[config.mk]
export PLATFORM = sky130hd
export DESIGN_NAME = i2c_regmem_slave
export DESIGN_NICKNAME = d
export VERILOG_FILES = /design/src/rtl/i2c_regmem_pkg.sv /design/src/rtl/i2c_line_sync.sv /design/src/rtl/i2c_wr_timer.sv /design/src/rtl/i2c_regmem_slave.sv
export SDC_FILE = /design/constraint.sdc
export NUM_CORES = 1
export LEC_CHECK = 0
export ABC_AREA = 1
export BUFFER_PORTS_ARGS = -buffer_cell sky130_fd_sc_hd__clkbuf_2
export CAP_MARGIN = 10
export CORE_UTILIZATION = 60
export DETAILED_ROUTE_END_ITERATION = 12
export PLACE_DENSITY_LB_ADDON = 0.12
export SYNTH_ARGS = -nofsm -noshare
export SYNTH_HDL_FRONTEND = slang
export SYNTH_SLANG_ARGS = --single-unit
[constraint.sdc]
create_clock -name clk_i -period 2.11 [get_ports clk_i]
set_input_delay 0.211 -clock clk_i [delete_from_list [all_inputs] [get_ports clk_i]]
set_output_delay 0.211 -clock clk_i [all_outputs]
set_load 0.02 [all_outputs]
[src/rtl/i2c_regmem_pkg.sv]
package i2c_regmem_pkg;
  localparam int unsigned BYTE_W    = 8;
  localparam int unsigned BIT_CNT_W = 4;

  typedef enum logic [2:0] {
    ST_IDLE,
    ST_RX,
    ST_ACK,
    ST_TX,
    ST_MACK,
    ST_WAIT
  } bus_st_e;

  typedef enum logic [1:0] {
    RX_DEV,
    RX_WADDR,
    RX_WDATA
  } rx_kind_e;
endpackage

[src/rtl/i2c_line_sync.sv]
module i2c_line_sync #(
  parameter int unsigned STAGES = 2
) (
  input  logic clk_i,
  input  logic rst_ni,
  input  logic scl_i,
  input  logic sda_i,
  output logic sda_lvl_o,
  output logic scl_rise_o,
  output logic scl_fall_o,
  output logic start_o,
  output logic stop_o
);
  logic [STAGES-1:0] scl_ff, sda_ff;
  logic scl_d, sda_d, scl_s, sda_s;

  always_ff @(posedge clk_i or negedge rst_ni) begin
    if (!rst_ni) begin
      scl_ff <= '1;
      sda_ff <= '1;
      scl_d  <= 1'b1;
      sda_d  <= 1'b1;
    end else begin
      scl_ff <= {scl_ff[STAGES-2:0], scl_i};
      sda_ff <= {sda_ff[STAGES-2:0], sda_i};
      scl_d  <= scl_s;
      sda_d  <= sda_s;
    end
  end

  assign scl_s      = scl_ff[STAGES-1];
  assign sda_s      = sda_ff[STAGES-1];
  assign sda_lvl_o  = sda_s;
  assign scl_rise_o = scl_s & ~scl_d;
  assign scl_fall_o = ~scl_s & scl_d;
  // SDA edge with SCL held high
  assign start_o    = scl_s & scl_d & sda_d & ~sda_s;
  assign stop_o     = scl_s & scl_d & ~sda_d & sda_s;
endmodule

[src/rtl/i2c_wr_timer.sv]
module i2c_wr_timer #(
  parameter int unsigned CYCLES = 5000
) (
  input  logic clk_i,
  input  logic rst_ni,
  input  logic load_i,
  output logic busy_o
);
  localparam int unsigned CW = $clog2(CYCLES + 1);

  logic [CW-1:0] cnt_q;

  always_ff @(posedge clk_i or negedge rst_ni) begin
    if (!rst_ni)              cnt_q <= '0;
    else if (load_i)          cnt_q <= CW'(CYCLES);
    else if (cnt_q != '0)     cnt_q <= cnt_q - 1'b1;
  end

  assign busy_o = (cnt_q != '0);
endmodule

[src/rtl/i2c_regmem_slave.sv]
module i2c_regmem_slave
  import i2c_regmem_pkg::*;
#(
  parameter logic [6:0]  DEV_ADDR     = 7'h50,
  parameter int unsigned WRITE_CYCLES = 5000,
  parameter int unsigned SYNC_STAGES  = 2
) (
  input  logic              clk_i,
  input  logic              rst_ni,
  input  logic              scl_i,
  input  logic              sda_i,
  output logic              sda_o,
  output logic              sda_oe_o,
  output logic [BYTE_W-1:0] mem_addr_o,
  output logic [BYTE_W-1:0] mem_wdata_o,
  output logic              mem_we_o,
  input  logic [BYTE_W-1:0] mem_rdata_i
);
  localparam logic [BIT_CNT_W-1:0] LAST_BIT = BIT_CNT_W'(BYTE_W);

  logic sda_s, scl_rise, scl_fall, bus_start, bus_stop, busy;

  bus_st_e              state_q;
  rx_kind_e             kind_q;
  logic [BIT_CNT_W-1:0] cnt_q;
  logic [BYTE_W-1:0]    shreg_q, tx_q, ptr_q, wdata_q;
  logic                 have_data_q, ack_q, rw_q, mack_q, we_q;

  i2c_line_sync #(.STAGES(SYNC_STAGES)) u_sync (
    .clk_i      (clk_i),
    .rst_ni     (rst_ni),
    .scl_i      (scl_i),
    .sda_i      (sda_i),
    .sda_lvl_o  (sda_s),
    .scl_rise_o (scl_rise),
    .scl_fall_o (scl_fall),
    .start_o    (bus_start),
    .stop_o     (bus_stop)
  );

  i2c_wr_timer #(.CYCLES(WRITE_CYCLES)) u_timer (
    .clk_i  (clk_i),
    .rst_ni (rst_ni),
    .load_i (we_q),
    .busy_o (busy)
  );

  always_ff @(posedge clk_i or negedge rst_ni) begin
    if (!rst_ni) begin
      state_q     <= ST_IDLE;
      kind_q      <= RX_DEV;
      cnt_q       <= '0;
      shreg_q     <= '0;
      tx_q        <= '0;
      ptr_q       <= '0;
      wdata_q     <= '0;
      have_data_q <= 1'b0;
      ack_q       <= 1'b0;
      rw_q        <= 1'b0;
      mack_q      <= 1'b0;
      we_q        <= 1'b0;
    end else begin
      we_q <= 1'b0;
      if (we_q) ptr_q <= ptr_q + 8'd1;
      if (bus_stop) begin
        state_q     <= ST_IDLE;
        we_q        <= have_data_q;
        have_data_q <= 1'b0;
      end else if (bus_start) begin
        state_q     <= ST_RX;
        kind_q      <= RX_DEV;
        cnt_q       <= '0;
        have_data_q <= 1'b0;
      end else begin
        unique case (state_q)
          ST_RX: begin
            if (scl_rise) begin
              shreg_q <= {shreg_q[BYTE_W-2:0], sda_s};
              cnt_q   <= cnt_q + 1'b1;
            end else if (scl_fall && cnt_q == LAST_BIT) begin
              cnt_q   <= '0;
              state_q <= ST_ACK;
              unique case (kind_q)
                RX_DEV: begin
                  ack_q <= (shreg_q[7:1] == DEV_ADDR) && !busy;
                  rw_q  <= shreg_q[0];
                end
                RX_WADDR: begin
                  ack_q <= 1'b1;
                  ptr_q <= shreg_q;
                end
                default: begin
                  // only one data byte per write
                  ack_q <= !have_data_q;
                  if (!have_data_q) begin
                    wdata_q     <= shreg_q;
                    have_data_q <= 1'b1;
                  end
                end
              endcase
            end
          end
          ST_ACK: begin
            if (scl_fall) begin
              cnt_q <= '0;
              if (!ack_q) begin
                state_q <= ST_WAIT;
              end else if (kind_q == RX_DEV && rw_q) begin
                tx_q    <= mem_rdata_i;
                state_q <= ST_TX;
              end else begin
                state_q <= ST_RX;
                kind_q  <= (kind_q == RX_DEV) ? RX_WADDR : RX_WDATA;
              end
            end
          end
          ST_TX: begin
            if (scl_rise) begin
              cnt_q <= cnt_q + 1'b1;
            end else if (scl_fall) begin
              if (cnt_q == LAST_BIT) begin
                state_q <= ST_MACK;
                ptr_q   <= ptr_q + 8'd1;
              end else begin
                tx_q <= {tx_q[BYTE_W-2:0], 1'b0};
              end
            end
          end
          ST_MACK: begin
            if (scl_rise) begin
              mack_q <= !sda_s;
            end else if (scl_fall) begin
              if (mack_q) begin
                tx_q    <= mem_rdata_i;
                cnt_q   <= '0;
                state_q <= ST_TX;
              end else begin
                state_q <= ST_WAIT;
              end
            end
          end
          default: ;
        endcase
      end
    end
  end

  assign sda_o       = 1'b0;
  assign sda_oe_o    = (state_q == ST_ACK && ack_q) || (state_q == ST_TX && !tx_q[BYTE_W-1]);
  assign mem_addr_o  = ptr_q;
  assign mem_wdata_o = wdata_q;
  assign mem_we_o    = we_q;
endmodule

== Word-level counts from Yosys, hierarchy flattened ==
Index checks and enable logic that the tools add are counted.
Storage, ports and cells
  register bits after elaboration: 65
  input bits: 12
  output and inout port bits: 19
  word-level logic and storage cells: 160
Operators by class
  add/sub/neg operators: 3
  equality and inequality tests: 33
  muxes and demuxes: 59
  bitwise operators: 16
  reductions and logical operators: 32
Operators by type and width (number)
  8-bit 2-to-1 mux: 18
  3-bit 2-to-1 mux: 12
  4-bit != test, second input constant: 9
  4-bit 2-to-1 mux: 8
  13-bit 2-to-1 mux: 2
  8-bit one-hot mux with 3 select lines: 1
  2-bit != test, second input constant: 10
  4-bit one-hot mux with 4 select lines: 1
  8-bit one-hot mux with 2 select lines: 1
  3-bit != test, second input constant: 5
  2-bit 2-to-1 mux: 7
  13-bit nonzero test: 1
  13-bit by 1-bit subtractor with 13-bit output, second input constant: 1
  3-bit one-hot mux with 4 select lines: 1
  12-bit AND reduction: 1
  4-bit AND reduction: 3
  5-bit AND reduction: 2
  1-bit NOT: 9
  9-bit AND reduction: 1
  3-bit nonzero test: 3
  8-bit by 1-bit adder with 8-bit output, second input constant: 1
  8-bit AND reduction: 1
  2-bit nonzero test: 4
  1-bit bitwise AND: 7
  other kinds (19): 34

== Logic depth before layout (Yosys ltp) ==
Gate-level depths: netlist (run 1).
  word-level depth: 8
  depth in mapped cells: 11
  depth with buffers taken out: 11

== Hierarchy ==
Synthesis (run 1) repeated with hierarchy kept, for this count alone.
Second synthesis, totals
  cells, all modules: 560
  area total of the unflattened synthesis: 4018.9 sq um
Modules (own cells, without submodules)
  i2c_regmem_slave: times used 1, cells each 425, area each 2941.6 sq um
  i2c_wr_timer: times used 1, cells each 118, area each 878.3 sq um
  i2c_line_sync: times used 1, cells each 17, area each 198.9 sq um

== Least setup slack after synthesis (run 1) ==
Ideal clock, no wire load.
  path kind: reg-to-reg
  from: register cnt_q[0]
  to: register wdata_q[6] (netlist: mem_wdata_o[6])
  arrival time: 1511 ps
  required time: 1992 ps
  slack: 481 ps
  stages on the path, launching flop included: 11
  path buffers: 1
  clock period less this slack: 1629 ps
  cells stage by stage: dfrtp_1 inv_1 ha_1 nand2_1 nor2_1 nand2_2 nor2_4 nand2_2 buf_6 nand2_1 o21ai_2
On the way
  word-level cells in the longest chain between the ends: 3
Ends and longest elaborated chain
  start, declared: RTL line i2c_regmem_slave.sv:25  | logic [BIT_CNT_W-1:0] cnt_q;
  start signal, assigned: RTL line i2c_regmem_slave.sv:79  | cnt_q <= cnt_q + 1'b1;
  start signal, assigned: RTL line i2c_regmem_slave.sv:119  | cnt_q <= cnt_q + 1'b1;
  4-bit equality test: RTL line i2c_regmem_slave.sv:80  | end else if (scl_fall && cnt_q == LAST_BIT) begin
  1-bit logical AND: RTL line i2c_regmem_slave.sv:80
  7-bit AND reduction (no line)
  end signal, assigned: RTL line i2c_regmem_slave.sv:96  | wdata_q <= shreg_q;
  end, declared: RTL line i2c_regmem_slave.sv:26  | logic [BYTE_W-1:0] shreg_q, tx_q, ptr_q, wdata_q;
Every way passes these cells.
A chain may end at the register's enable or synchronous reset.

== Worst setup path after layout (run 1) ==
  from: register state_q[0]
  to: output port sda_oe_o
On the way
  word-level cells in the longest chain between the ends: 3
Ends and longest elaborated chain
  start, declared: RTL line i2c_regmem_slave.sv:23  | bus_st_e state_q;
  start signal, assigned: RTL line i2c_regmem_slave.sv:50  | state_q <= ST_IDLE;
  start signal, assigned: RTL line i2c_regmem_slave.sv:66  | state_q <= ST_IDLE;
  start signal, assigned: RTL line i2c_regmem_slave.sv:70  | state_q <= ST_RX;
  3-bit by 2-bit equality test with 1-bit output: RTL line i2c_regmem_slave.sv:149  | assign sda_oe_o = (state_q == ST_ACK && ack_q) || (state_q == ST_TX && !tx_q[BYTE_W-1]);
  1-bit logical AND: RTL line i2c_regmem_slave.sv:149
  1-bit logical OR (*): RTL line i2c_regmem_slave.sv:149
  end, declared: RTL line i2c_regmem_slave.sv:13  | output logic sda_oe_o,
Mark *: on every way between the ends. The rest lies on a longest branch, timed or not.

==> results of run 1 <==
==> cells by family (layout without fill, tap and decap cells) <==
group | Yosys count | in the layout | synth area share
compound gates | 67 | 67 | 0.1097
xor+xnor | 5 | 5 | 0.01156
fa+ha+maj | 4 | 4 | 0.01321
buf+inv | 72 | 117 | 0.07929
flops | 65 | 65 | 0.4315
mux | 7 | 7 | 0.01850
other cells | 1 | 1 | 0.0009901
simple gates | 284 | 284 | 0.3353
==> worst register-to-register path, stage by stage (launching register included) <==
cell,delay (ns)
sky130_fd_sc_hd__dfrtp_1,0.44
sky130_fd_sc_hd__inv_1,0.10
sky130_fd_sc_hd__ha_1,0.16
sky130_fd_sc_hd__nand2_1,0.05
sky130_fd_sc_hd__nor2_1,0.22
sky130_fd_sc_hd__nand2_2,0.20
sky130_fd_sc_hd__nor2_4,0.16
sky130_fd_sc_hd__nand2_2,0.22
sky130_fd_sc_hd__nand2_1,0.15
sky130_fd_sc_hd__o21ai_2,0.06
==> flip-flops by register name, summed over array words and instances, names as in the netlist <==
signal / cells
shreg_q: 8
mack_q: 1
have_data_q: 1
mem_wdata_o: 8
kind_q: 2
ack_q: 1
mem_addr_o: 8
cnt_q: 4
u_sync.scl_d: 1
rw_q: 1
tx_q: 8
mem_we_o: 1
u_sync.sda_d: 1
state_q: 3
u_timer.cnt_q: 13
u_sync.sda_ff: 2
u_sync.scl_ff: 2
==> layout make-up <==
class | count | area, sq um
Tap cell | 75 | 93.84
Timing Repair Buffer | 38 | 232.7
Inverter | 63 | 236.5
Fill cell | 478 | 1737
Clock buffer | 9 | 123.9
Sequential cell | 65 | 1634
Clock inverter | 7 | 77.57
Multi-Input combinational cell | 368 | 1856
==> worst max-delay path by stage <==
stage / from / depth (start not counted) / end / slack [ns]
global route: cnt_q[0] / 9 / mem_wdata_o[0] / 0.04
detailed placement: cnt_q[0] / 9 / mem_addr_o[6] / 0.17
finish: state_q[0] / 5 / sda_oe_o / 0.14
CTS: state_q[0] / 5 / sda_oe_o / 0.15
floorplan: cnt_q[0] / 10 / mem_wdata_o[6] / 0.48
global placement: cnt_q[0] / 9 / mem_addr_o[6] / 0.27
==> metal layers <==
layer  vias to the layer above  routed length [um]
met3                        15                 392
met2                       100                3847
met4                         0                 157
met5                         -                   0
met1                      1592                3786
li1                       1703                   -
==> power groups by stage <==
stage / sequential (mW) / clock (mW) / combinational [mW]
floorplan: 1.98 / 0 / 1.56
global placement: 1.99 / 0 / 1.97
detailed placement: 2.00 / 0 / 2.02
CTS: 1.98 / 1.11 / 2.04
global route: 2.04 / 1.17 / 2.35
finish: 1.99 / 1.09 / 2.04
==> metrics by stage <==
stage	cell area (sq um)	worst slack [ns]
after floorplan	3787	0.4809
final	4254	0.1396
after detailed placement	4020	0.1690
after CTS	4252	0.1549
after global routing	4254	0.03560
after global placement	4020	0.2661
==> synth_stat cells (all sizes together) (6+ instances only) <==
master and instances:
nand2 163, nor2 51, nand4 7, buf 7, inv 63, nand3 53
dfrtp 59, dfstp 6, a21oi 15, o21ai 41, mux2i 7
==> repair_timing <==
| item | 4_1_cts | 5_1_grt |
|---|---|---|
| hold endpoints to repair | 61 | 0 |
| resized for setup | 0 | 1 |
| hold buffers | 3 | 0 |
| endpoints found under the setup margin | 0 | 3 |
| buffers inserted | 0 | 0 |
==> parameters.txt, run 1 <==
Parameter                              Value

Die
  Core box area    5991 sq um
  Number of core rows    28
  Initial Utilization    0.6322
  Top-level port count    31
  Vertical die dimension    81.45 um
  Die outline width    81.45 um
  Die area    6634 sq um

Cells and area
  Most frequent cells in the layout    sky130_fd_sc_hd__nand2_1, sky130_fd_sc_hd__dfrtp_1, sky130_fd_sc_hd__inv_1
  Final cell count without fillers    625
  Post-layout util    0.7101
  Leading cell type in the layout, fill and taps excluded    sky130_fd_sc_hd__nand2_1
  Number of nets in the layout    561
  Layout area overhead    12.32%
  Total inserted antenna cells    0
  Share of final-layout standard cells stronger than drive strength 1    0.1818

Global routing
  Aggregate global-route resource usage    0.2790
  Met2 GRT Util    0.4358
  Number of global-route vias before repair    3177
  Initial antenna violation count    0
  Top Usage Layer GRT    met2
  Remaining global-route overflow    0
  Met3 usage    0.05000
  Global-route wire length before repair    13930 um
  Largest net degree at the start of global routing    66
  Global Route met1 Usage    0.3685

Worst setup path
  Number of buffer and inverter instances along the worst setup path    2
  Cell type group with the largest total delay on the critical path    flip-flops
  Crit. End Element    output port
  Crit path launch type    flip-flop
  CP max-delay cell    sky130_fd_sc_hd__dfrtp_1
  Data arrival time of the critical path    1.76 ns
  Data required time at the worst endpoint    1.90 ns
  Crit path largest cell delay    0.45 ns
  RR Startpoint    cnt_q[0]
  Minimum setup slack among reg-to-reg paths    0.25 ns
  Max Fanout on Critical Path    8
  Cell breakdown of the critical path    inv_2 > nor2_2 > nand2_1 > o22ai_1 > clkbuf_2
  Critical R2R Capture    mem_wdata_o[1]
  Category of the most critical setup path    flip-flop to output port
  R2R cell count    9

Power
  Total Power    5.122 mW
  LEAKAGE    2.168 nW
  NetSw    2.216 mW
  Switching power share of the total    0.4326
  Register share of total power    0.389
  Max IR drop VDD    0.7156 mV
  Portion of total power attributed to the clock network    0.213
  Power density over the cells    1204 nW/um^2
  Comb pwr share    0.399
  Power Internal    2.906 mW

Yosys
  Cell accounting for the most synthesized area    sky130_fd_sc_hd__dfrtp_1
  Synthesized Nets    521
  Most used DFF post-synth    sky130_fd_sc_hd__dfrtp_1
  Count of yosys warnings during synthesis    0
  Share of flip-flops with an asynchronous set or reset    1.000
  Distinct cell type count after synthesis    36
  Syn avg cell area    7.500 sq um
  Number of synthesized flops with an enable pin    0
  Cell types with the largest area share after synthesis    sky130_fd_sc_hd__dfrtp_1, sky130_fd_sc_hd__nand2_1, sky130_fd_sc_hd__nand3_1
  Sequential area share after synthesis    0.4315
  Number of instances in the synthesized netlist    505
  Summed instance area of the synthesized netlist    3787 sq um
  Area share of the largest cell type after synthesis    0.3898
  Number of synthesized register bits    65

Place
  Sum of net half-perimeters after detailed placement    5942 um
  Port Buffer Count    29
  Final Wtd Congestion    0.9237
  Placed cells    606

CTS
  Clock-pin slew of the registers on the worst-case setup and hold paths    0.08 ns
  CTS buffer count    9
  Number of sinks driven by the clock tree    65
  Buffer cell driving the clock tree root    sky130_fd_sc_hd__clkbuf_8
  Clock Tree Buf Depth    2
  H-tree levels    3
  CTS tree    yes
  Clk_lat worst skew    0.35 ns

Route
  Sum of routed wire length over all layers    8184 um
  Average detailed-routed wire length per instance    13.09 um
  Via/cell ratio    5.456
  Via Count    3410
  First-iteration detailed-routing DRC count    230
  Total iterations of the first detailed-routing run    5
  Residual DRC count    0
  DRT antenna net count    0

STA
  Shortest period the worst path allows    1.970 ns
  Worst Hold Slack    0.1030 ns
  Share of the cycle needed by the critical path after routing    0.9338
  Final worst clock skew    0.01203 ns
  RSZ-0062 raised after global routing    false
  Highest clock frequency the design can meet    507.5 MHz
  Fin Setup TNS    0 ns
  Hold violation count in the final report    0
  Final setup violation count    0
  Number of pins with negative max-slew slack in the final report    0

Run status
  Run status    finished, final reports clean

Worst hold path
  Worst hold path cell count    3
  Critical hold path startpoint    mem_rdata_i[0]
  End point of the most critical hold path    tx_q[0]
  Class of the tightest hold or removal check    primary input to flip-flop

Run
  Total of max-cap violations    0
Power figures use the tool's default switching activity.
==> run 2, diff against run 1 <==
--- a/config.mk
+++ b/config.mk
@@ -10,6 +10,7 @@
 export CAP_MARGIN = 10
 export CORE_UTILIZATION = 60
 export DETAILED_ROUTE_END_ITERATION = 12
+export GPL_TIMING_DRIVEN = 0
 export PLACE_DENSITY_LB_ADDON = 0.12
 export SYNTH_ARGS = -nofsm -noshare
 export SYNTH_HDL_FRONTEND = slang
==> run 2 against run 1 <==
- the run now ends with hold timing left
- first-iteration DRC count grew 17%
- hold slack got worse by 0.10 ns
- clock skew increased by 0.0024 ns
- worst setup slack improved by 0.0063 ns
- global-route usage rose by 0.38 points
- critical path type unchanged
- critical endpoint unchanged
==> parameters.txt, run 2 (same netlist as run 1, synthesis figures left out) <==
Parameter                              Value

Place
  Sum of net half-perimeters after detailed placement    5891 um (was 5942 um)
  Post-DP Area    4029 sq um (was 4020 sq um)
  Final Wtd Congestion    0.9455 (was 0.9237)
  Port Buffer Count    29 (unchanged)

Route
  Total iterations of the first detailed-routing run    6 (was 5)
  Sum of routed wire length over all layers    8517 um (was 8184 um)
  DRT antenna net count    0 (unchanged)
  Via Count    3426 (was 3410)
  Residual DRC count    0 (unchanged)
  Via/cell ratio    5.464 (was 5.456)
  First-iteration detailed-routing DRC count    270 (was 230)
  Average detailed-routed wire length per instance    13.58 um (was 13.09 um)

Cells and area
  Largest Register    u_timer.cnt_q (unchanged)
  Number of fillers in the final layout    480 (was 478)
  FF/Latch Area    1634 sq um (unchanged)
  Most frequent cells in the layout    sky130_fd_sc_hd__nand2_1, sky130_fd_sc_hd__dfrtp_1, sky130_fd_sc_hd__inv_1 (unchanged)
  Layout area overhead    14.17% (was 12.32%)
  Number of nets in the layout    563 (was 561)
  Total inserted antenna cells    0 (unchanged)
  Share of final-layout standard cells stronger than drive strength 1    0.1812 (was 0.1818)
  Final instance area    4324 sq um (was 4254 sq um)
  Flip-flop count of the largest register, all copies and words added    13 (unchanged)
  Leading cell type in the layout, fill and taps excluded    sky130_fd_sc_hd__nand2_1 (unchanged)
  Area used by multi-input combinational logic    1853 sq um (was 1856 sq um)

Worst setup path
  Crit path launch type    flip-flop (unchanged)
  R2R cell count    10 (was 9)
  Crit. End Element    output port (unchanged)
  Max Fanout on Critical Path    8 (unchanged)
  Category of the most critical setup path    flip-flop to output port (unchanged)
  Crit path largest cell delay    0.43 ns (was 0.45 ns)
  CP max-delay cell    sky130_fd_sc_hd__dfrtp_1 (unchanged)
  Data arrival time of the critical path    1.75 ns (was 1.76 ns)
  Data required time at the worst endpoint    1.90 ns (about the same)
  Cell type group with the largest total delay on the critical path    flip-flops (unchanged)
  Number of gates on the worst path with buffers counted    5 (unchanged)
  Cell breakdown of the critical path    inv_2 > nor2_2 > nand2_1 > o22ai_1 > clkbuf_2 (unchanged)
  Number of buffer and inverter instances along the worst setup path    2 (unchanged)

Power
  Power density over the cells    1277 nW/um^2 (was 1204 nW/um^2)
  Max IR drop VDD    0.7547 mV (was 0.7156 mV)
  LEAKAGE    2.200 nW (was 2.168 nW)

Global routing
  Global-route wire length before repair    13940 um (was 13930 um)
  Aggregate global-route resource usage    0.2829 (was 0.2790)
  Number of global-route vias before repair    3092 (was 3177)
  Initial antenna violation count    0 (unchanged)
  Remaining global-route overflow    0 (unchanged)
  Largest net degree at the start of global routing    66 (unchanged)

STA
  Number of pins with negative max-slew slack in the final report    0 (unchanged)
  Share of the cycle needed by the critical path after routing    0.9308 (was 0.9338)
  Final setup violation count    0 (unchanged)
  Final worst clock skew    0.01439 ns (was 0.01203 ns)
  Shortest period the worst path allows    1.964 ns (was 1.970 ns)
  Worst relative slew slack    0.4155
  Transition time of the tightest slew-check pin    0.8768 ns
  Highest clock frequency the design can meet    509.1 MHz (was 507.5 MHz)
  Worst Hold Slack    -0.0007772 ns (was 0.1030 ns)
  RSZ-0062 raised after global routing    false (unchanged)
  Hold violation count in the final report    1 (was 0)
  Fin Setup TNS    0 ns (unchanged)

Die
  Die outline width    81.45 um (unchanged)
  Core box area    5991 sq um (unchanged)
  Initial Utilization    0.6322 (unchanged)
  Top-level port count    31 (unchanged)
  Vertical die dimension    81.45 um (unchanged)
  Die area    6634 sq um (unchanged)
  Number of core rows    28 (unchanged)

CTS
  Post-CTS Setup Bufs    0 (unchanged)
  CTS buffer count    9 (unchanged)
  Hold Buf Count CTS    2 (was 3)
  Buffer cell driving the clock tree root    sky130_fd_sc_hd__clkbuf_8 (unchanged)
  Resized cells post-CTS    0 (unchanged)
  Number of sinks driven by the clock tree    65 (unchanged)
  Clk_lat worst skew    0.36 ns (was 0.35 ns)
  CTS tree    yes (unchanged)
  Clock-pin slew of the registers on the worst-case setup and hold paths    0.08 ns (about the same)
  Clock Tree Buf Depth    2 (unchanged)
  H-tree levels    3 (unchanged)

Worst hold path
  Class of the tightest hold or removal check    primary input to asynchronous set/reset pin (was primary input to flip-flop)

Run status
  Violations in the final reports    hold timing
  Run status    complete, but fails checks (was finished, final reports clean)

Run
  Total of max-cap violations    0 (unchanged)
run 2: worst register-to-register path, stage by stage (launching register included):
cell                      delay, ns
sky130_fd_sc_hd__dfrtp_1       0.45
sky130_fd_sc_hd__inv_1         0.11
sky130_fd_sc_hd__ha_1          0.16
sky130_fd_sc_hd__nand2_1       0.05
sky130_fd_sc_hd__nor2_1        0.23
sky130_fd_sc_hd__nand2_2       0.21
sky130_fd_sc_hd__nor2_4        0.18
sky130_fd_sc_hd__nand2_2       0.13
sky130_fd_sc_hd__buf_6         0.18
sky130_fd_sc_hd__nand2_1       0.07
sky130_fd_sc_hd__o21ai_2       0.05
run 2: final timing paths:
| kind | start | endpoint | slack (ns) |
|---|---|---|---|
| setup / recovery | state_q[0] | sda_oe_o | 0.15 |
| max in group asynchronous | rst_ni | mem_addr_o[6] | 1.54 |
| hold / removal | rst_ni | mem_wdata_o[1] | -0.0008 |
| setup reg to reg | cnt_q[0] | mem_wdata_o[5] | 0.18 |
| min in group clk_i | mem_rdata_i[0] | tx_q[0] | 0.11 |
| hold reg to reg | u_sync.sda_ff[0] | u_sync.sda_ff[1] | 0.36 |
run 2: layout make-up:
type                       count  area share
sequential                    65      0.3779
tap                           75     0.02170
timing repair buffer          31     0.03877
buffer                         9     0.01476
multi-input combinational    368      0.4285
clock buffer                  10     0.03183
inverter                      63     0.05469
clock inverter                 6     0.03183
run 2: where the power goes:
group / switching [mW] / internal [mW]
clock: 0.522 / 0.943
sequential: 0.367 / 1.62
combinational: 1.33 / 0.738
total: 2.22 / 3.30
run 2: layer usage:
layer	track usage	wire, um
met1	0.3692	3964
met2	0.4558	4036
met3	0.07667	425
met4	0.08929	90
met5	0	0
run 2: through the flow:
stage | setup WS (ns) | utilization | power [mW] | cells
6_report | 0.1459 | 0.7218 | 5.523 | 627
5_1_grt | 0.005800 | 0.7218 | 5.917 | 627
4_1_cts | 0.1457 | 0.7218 | 5.512 | 627
3_5_place_dp | 0.2051 | 0.6725 | 4.022 | 609
3_3_place_gp | 0.2071 | 0.6721 | 3.944 | 609
2_1_floorplan | 0.4809 | - | 3.538 | 505
